**config.mk**
```make
export PLATFORM = sky130hd
export DESIGN_NAME = ucore_datapath
export DESIGN_NICKNAME = d
export VERILOG_FILES = /design/src/rtl/ucore_datapath.sv
export SDC_FILE = /design/constraint.sdc
export NUM_CORES = 1
export LEC_CHECK = 0
export ABC_AREA = 0
export BUFFER_PORTS_ARGS = -buffer_cell sky130_fd_sc_hd__clkbuf_2
export CORE_MARGIN = 4
export CORE_UTILIZATION = 57
export DETAILED_ROUTE_END_ITERATION = 6
export GPL_ROUTABILITY_DRIVEN = 0
export PLACE_DENSITY = 0.82
export SLEW_MARGIN = 30
export SYNTH_ARGS = -nofsm -noshare
export SYNTH_HDL_FRONTEND = slang
export SYNTH_SLANG_ARGS = --single-unit
```
**constraint.sdc**
```tcl
create_clock -name clk -period 5.7 [get_ports clk]
set_input_delay 0.285 -clock clk [delete_from_list [all_inputs] [get_ports clk]]
set_output_delay 0.285 -clock clk [all_outputs]
set_load 0.02 [all_outputs]
```
**src/rtl/ucore_datapath.sv**
```systemverilog
module ucore_datapath #(
  parameter int W  = 32,
  parameter int BW = 8,
  parameter int SL = 8
) (
  input  logic          clk,
  input  logic          rst_n,
  input  logic [3:0]    b_sel,
  input  logic [5:0]    alu_ctl,
  input  logic [1:0]    shift_ctl,
  input  logic [8:0]    c_we,
  input  logic          mem_word_ld,
  input  logic [W-1:0]  mem_word_in,
  input  logic          mem_byte_ld,
  input  logic [BW-1:0] mem_byte_in,
  output logic [W-1:0]  hold_o,
  output logic [W-1:0]  scratch_o,
  output logic [W-1:0]  head_o,
  output logic [W-1:0]  konst_o,
  output logic [W-1:0]  frame_o,
  output logic [W-1:0]  stack_o,
  output logic [W-1:0]  iptr_o,
  output logic [W-1:0]  mdat_o,
  output logic [W-1:0]  madr_o,
  output logic [BW-1:0] bbuf_o,
  output logic          n_flag,
  output logic          z_flag,
  output logic          shift_err
);
  localparam int NR   = 9;
  localparam int MDAT = 7;
  localparam int XW   = W - BW;

  logic [W-1:0]  rf [NR];
  logic [BW-1:0] bbuf_q;
  logic [W-1:0]  b_bus, a_op, b_op, alu_out, c_bus;
  logic          n_q, z_q;

  always_comb begin
    unique case (b_sel)
      4'd0:    b_bus = rf[7];
      4'd1:    b_bus = rf[6];
      4'd2:    b_bus = {{XW{1'b0}}, bbuf_q};
      4'd3:    b_bus = {{XW{bbuf_q[BW-1]}}, bbuf_q};
      4'd4:    b_bus = rf[5];
      4'd5:    b_bus = rf[4];
      4'd6:    b_bus = rf[3];
      4'd7:    b_bus = rf[2];
      4'd8:    b_bus = rf[1];
      default: b_bus = '0;
    endcase
  end

  assign a_op = (alu_ctl[3] ? rf[0] : '0) ^ {W{alu_ctl[1]}};
  assign b_op = alu_ctl[2] ? b_bus : '0;

  always_comb begin
    unique case (alu_ctl[5:4])
      2'b00: alu_out = a_op & b_op;
      2'b01: alu_out = a_op | b_op;
      2'b10: alu_out = ~b_op;
      default: alu_out = a_op + b_op + {{(W-1){1'b0}}, alu_ctl[0]};
    endcase
  end

  assign shift_err = &shift_ctl;

  always_comb begin
    unique case (shift_ctl)
      2'b10:   c_bus = alu_out << SL;
      2'b01:   c_bus = {alu_out[W-1], alu_out[W-1:1]};
      default: c_bus = alu_out;
    endcase
  end

  for (genvar i = 0; i < NR; i++) begin : g_reg
    if (i == MDAT) begin : g_mem
      always_ff @(posedge clk or negedge rst_n)
        if (!rst_n)          rf[i] <= '0;
        else if (c_we[i])    rf[i] <= c_bus;
        else if (mem_word_ld) rf[i] <= mem_word_in;
    end else begin : g_plain
      always_ff @(posedge clk or negedge rst_n)
        if (!rst_n)       rf[i] <= '0;
        else if (c_we[i]) rf[i] <= c_bus;
    end
  end

  always_ff @(posedge clk or negedge rst_n)
    if (!rst_n)           bbuf_q <= '0;
    else if (mem_byte_ld) bbuf_q <= mem_byte_in;

  always_ff @(posedge clk or negedge rst_n)
    if (!rst_n) begin
      n_q <= 1'b0;
      z_q <= 1'b0;
    end else begin
      n_q <= alu_out[W-1];
      z_q <= ~|alu_out;
    end

  assign hold_o    = rf[0];
  assign scratch_o = rf[1];
  assign head_o    = rf[2];
  assign konst_o   = rf[3];
  assign frame_o   = rf[4];
  assign stack_o   = rf[5];
  assign iptr_o    = rf[6];
  assign mdat_o    = rf[7];
  assign madr_o    = rf[8];
  assign bbuf_o    = bbuf_q;
  assign n_flag    = n_q;
  assign z_flag    = z_q;
endmodule

```
After elaboration in Yosys (flattened, before gate mapping)
Cells that the tools add are included.
{ "totals": {"ff_bits": 298, "latchBits": 0, "ram_bits": 0, "romBits": 0, "in_bits": 65, "out_inout_bits": 299, "mem_count": 0} }
{ "classes": {"add_sub_neg": 2, "multipliers": 0, "div": 0, "magnitude_cmp": 0, "n_eq_ne": 12, "shifts": 0, "n_mux": 7, "bitwise_logic": 4, "n_reduce_logical": 6} }
{ "op_table": {"columns": ["cell", "count"], "rows": [
  ["$pmux W32 S9", 1],
  ["$mux W32", 4],
  ["$pmux W32 S3", 1],
  ["$pmux W32 S2", 1],
  ["$add A32 B1 Y32", 1],
  ["$add A32 B32 Y32", 1],
  ["$and A32 B32 Y32", 1],
  ["$not A32 Y32", 1],
  ["$or A32 B32 Y32", 1],
  ["$reduce_or A32 Y1", 1],
  ["$xor A32 B32 Y32", 1],
  ["$eq A4 B3 Y1 const B", 4],
  ["$eq A4 B2 Y1 const B", 2],
  ["$eq A2 B1 Y1 const B", 2],
  ["$eq A2 B2 Y1 const B", 2],
  ["$eq A4 B1 Y1 const B", 1],
  ["$eq A4 B4 Y1 const B", 1],
  ["$logic_not A4 Y1", 1],
  ["$logic_not A2 Y1", 1],
  ["$reduce_and A2 Y1", 1],
  ["$reduce_bool A2 Y1", 1],
  ["$logic_not A1 Y1", 1]
]} }

Depth between registers and ports, before layout
{ "depth": {"depth_word": 8, "mapped_depth": 23, "depth_no_buf": 18} }

Least setup slack after synthesis
OpenSTA, ideal clock, no wires.
{ "synth_timing": {"kind": "input to register", "startpoint": "input b_sel[1]", "endpoint": "register rf, in the netlist frame_o[29]", "t_arrival_ns": 4.585, "required_ns": 5.575, "setup_slack_ns": 0.990, "path_stages": 17, "path_buffers": 3, "path_cell_list": "buf_6 nor3_4 o21a_1 clkbuf_1 clkbuf_1 nand2_1 fa_1 fa_1 nor2b_4 o31a_1 o21ai_1 a211o_1 a2111oi_4 a31oi_2 a221oi_2 a21oi_4 mux2_2"} }
{ "synth_via": {"elab_chain_len": 7, "word_cells_on_any_way": 18} }
{ "synth_lines": {"columns": ["item", "line", "text"], "rows": [
  ["start, declared", "8", "input logic [3:0] b_sel,"],
  ["$eq A4 B4 Y1 (tied with other cells)", "40", "unique case (b_sel)"],
  ["$pmux W32 S9 (*)", "40", null],
  ["$mux W32 (*)", "55", "assign b_op = alu_ctl[2] ? b_bus : '0;"],
  ["$add A32 B32 Y32", "62", "default: alu_out = a_op + b_op + {{(W-1){1'b0}}, alu_ctl[0]};"],
  ["$add A32 B1 Y32", "62", null],
  ["$pmux W32 S3 (*)", "58", "unique case (alu_ctl[5:4])"],
  ["$pmux W32 S2 (*)", "69", "unique case (shift_ctl)"],
  ["end signal, assigned by index", "85", "else if (c_we[i]) rf[i] <= c_bus;"],
  ["end, declared", "34", "logic [W-1:0] rf [NR];"]
]} }
Mark *: on every way between the ends. The rest lies on a longest branch, timed or not.
A chain may end at the register's enable or synchronous reset.

Worst setup path after layout
{ "layout_timing": {"startpoint": "register bbuf_q[7], in the netlist bbuf_o[7]", "endpoint": "register rf, in the netlist head_o[28]"} }
{ "layout_via": {"elab_chain_len": 6, "word_cells_on_any_way": 9} }
{ "layout_lines": {"columns": ["item", "line", "text"], "rows": [
  ["start, declared", "35", "logic [BW-1:0] bbuf_q;"],
  ["start signal, assigned", "91", "else if (mem_byte_ld) bbuf_q <= mem_byte_in;"],
  ["$pmux W32 S9 (*)", "40", null],
  ["$mux W32 (*)", "55", null],
  ["$add A32 B32 Y32", "62", null],
  ["$add A32 B1 Y32", "62", null],
  ["$pmux W32 S3 (*)", "58", null],
  ["$pmux W32 S2 (*)", "69", null]
]} }
Marks and branches as above.

==> flow_summary.toml <==
[placed_design]
place_hpwl_mm = 50.4
postPlaceCellArea_um2 = 20600
port_buffers = 363
dpl.cell_count = 2570

[logic_synthesis]
yosysTopAreaCellShare = 0.401
syn_nets = 1984
syn_inst = 1850
yosysSeqAreaShare = 0.401
synth_area_um2 = 18600
synth-main-ff-cell = "dfrtp_1"
netlist_top_cells_count = "298 x dfrtp_1, 212 x mux2_2, 153 x nor2_1, 151 x a21oi_1, 135 x nand2_1"
synth_top_area_cell = "dfrtp_1"
synth-async-reset-ratio = 1.00
ys_warn_count = 0
synth_edf_count = 0
post-synth-top-count-cell = "dfrtp_1"
synth_area_leaders = "dfrtp_1 40%, mux2_2 13%, ha_1 4.5%, a21oi_1 4.1%, nor2_1 3.1%"
syn_avg_cell_area_um2 = 10.0
synth-seq-cells = 298
ys_types = 114

[grt]
track_usage = 0.378
antenna_found_initial = 1
grt-ovfl-total = 0
grt_pass1_vias = 17400
grt_pass1_wl_mm = 105
grt_max_degree = 188

[floorplan]
dieArea_um2 = 35500
rows = 65
start_util = 0.583
die_w_um = 189
core_um2 = 31900
chipHeight_um = 189
io_pins = 364

[detailed_routing]
drc = 9
vias = 17500
wl_mm = 69.2
postRouteAntennaNets = 0
wl_per_cell_um = 26.1
first_pass_iters = 7
first_iter_violations = 2492
viasPerCell = 6.61

[setup_path]
cp_slowest_stage_delay_ns = 0.83
critical_path_required_ns = 6.21
worstPathArrival_ns = 5.76
cp_num_buf_inv = 2
critPathMaxFanout = 10
critical_path_class = "flop to flop"
cp_cell_sequence = "and3_1 -> and2_0 -> buf_4 -> a2111oi_0 -> buf_4 -> nand2b_1 -> ha_1 -> nand2_1 -> o21ai_0 -> a211oi_1 -> a2111oi_1 -> o211ai_1 -> and3b_2 -> o221ai_2 -> o21a_2 -> mux2_2"
cp_top_family = "compound AO/OA/AOI/OAI gates"
cp_slowest_cell = "a2111oi_1"
endpoint_kind = "flop"
cp-start-kind = "flop"
crit_top_cell = "buf_4"

[final_layout]
final_cell_area_um2 = 21900
drive_gt1_frac = 0.350
n_antenna_cell = 0
nets = 2328
stdcell_count = 2653
area_growth_pct = 18.0

[sta]
rsz0062_at_grt = "no"
setup_tns_ns = 0
setup_violations = 0
final.min_clock_period_ns = 5.24
finalMaxSlewViolations = 0
worst_slew_pin_slew_ns = 1.10
whs_ns = 0.00269
min_period_over_period = 0.920
fin_skew_ns = 0.0468
max_slew_margin = 0.260
timing_hold_violations_final = 0
fmax_mhz = 191

[cts]
cts.sinks = 298
post_cts_buffers = 0
clock_latency_ns = 0.61
path_clk_slew_ns = 0.06
cts_max_path_buffers = 3
h-tree-depth = 1
cts_tree = "yes"
cts-resized-gates = 0
cts_root_buffer = "clkbuf_16"
cts_buffers = 30

[job]
max_cap_violations = 0

[status]
violations = "design-rule violations"
outcome = "finished with violations"

[power_and_ir_drop]
p_per_area_nw_per_um2 = 363
leakagePower_nw = 10.2
ir_worst_vdd_mv = 0.321
p_total_mw = 7.97

[min_path]
hold_class = "input port to flop"
[cell families (layout without fill, tap and decap cells)]
| kind of cell | Yosys count | count (layout) | synth area share |
|---|---|---|---|
| muxes | 268 | 268 | 0.160 |
| xor gates and xnor gates | 44 | 44 | 0.0207 |
| and+or+nand+nor | 440 | 440 | 0.116 |
| buffers and inverters | 224 | 592 | 0.0620 |
| DFF | 298 | 298 | 0.401 |
| AOI/OAI and AO/OA | 507 | 507 | 0.193 |
| adders and majority gates | 69 | 69 | 0.0473 |
[per-stage QoR]
| stage | worst slack, ns | util |
|---|---|---|
| 5_1_grt | 0.402 | 0.688 |
| 3_3_place_gp | 0.435 | 0.645 |
| 2_1_floorplan | 0.990 | - |
| 3_5_place_dp | 0.400 | 0.646 |
| 6_report | 0.458 | 0.688 |
| 4_1_cts | 0.660 | 0.686 |
[sequential cells by signal, summed over array words and instances, names as in the netlist]
signal     count
mdat_o        32
hold_o        32
head_o        32
z_flag         1
scratch_o     32
n_flag         1
bbuf_o         8
stack_o       32
konst_o       32
iptr_o        32
frame_o       32
madr_o        32
[worst min-delay path, delay by kind of cell]
family                 cells  cell delay, ns
AO/OA/AOI/OAI              2            0.17
buffers and inverters      1            0.10
[per-layer routing]
metal / GRT usage / vias up / wire length, um
met3: 0.106 / 323 / 8570
met1: 0.472 / 8551 / 24300
met2: 0.605 / 1292 / 31900
met5: 0 / - / 53
met4: 0.191 / 2 / 4430
li1: - / 7376 / -
[worst paths after layout]
| path | start | endpoint | slack (ns) | cells past startpoint |
|---|---|---|---|---|
| min reg2reg | madr_o[12] | madr_o[12] | 0.51 | 1 |
| max | bbuf_o[7] | head_o[28] | 0.46 | 16 |
| max reg2reg | bbuf_o[7] | head_o[28] | 0.46 | 16 |
| min | mem_word_in[4] | mdat_o[4] | 0.003 | 3 |
| min in group asynchronous | rst_n | mdat_o[7] | 0.32 | 2 |
| max in group asynchronous | rst_n | madr_o[18] | 3.81 | 4 |
[placed cells by master, fill, tap and decap left out, drive strengths merged, types with 12 or more instances in the layout]
cell type and n:
dfrtp 298, buf 64, nor2 158, a211oi 22
a31oi 12, a21oi 171, o21ai 86, a221oi 17
nor3 19, nand2 136, nand2b 18, mux2i 54
nor2b 17, clkbuf 406, o22ai 14, inv 87
mux2 212, dlygate4sd3 25, xnor2 39, nand3 20
o211ai 19, a21o 16, a22oi 40, ha 67
[power by group]
part / switching [mW] / internal, mW
sequential: 0.460 / 2.53
combinational: 1.87 / 1.04
clock: 0.887 / 1.18
total: 3.21 / 4.75
[what timing repair did]
action	in CTS	in global routing
hold buffers	25	0
endpoints found under the hold margin	135	0
endpoints found under the setup margin	0	0
[final cells by class]
type                            count  area [um^2]
Clock inverter                     11          134
Multi-Input combinational cell   1328         9980
Timing Repair Buffer              450         2590
Tap cell                          435          544
Fill cell                        2348         9960
Clock buffer                       45          897
Inverter                           86          323
Sequential cell                   298         7460
No activity file was read; power rests on OpenSTA's default activity.
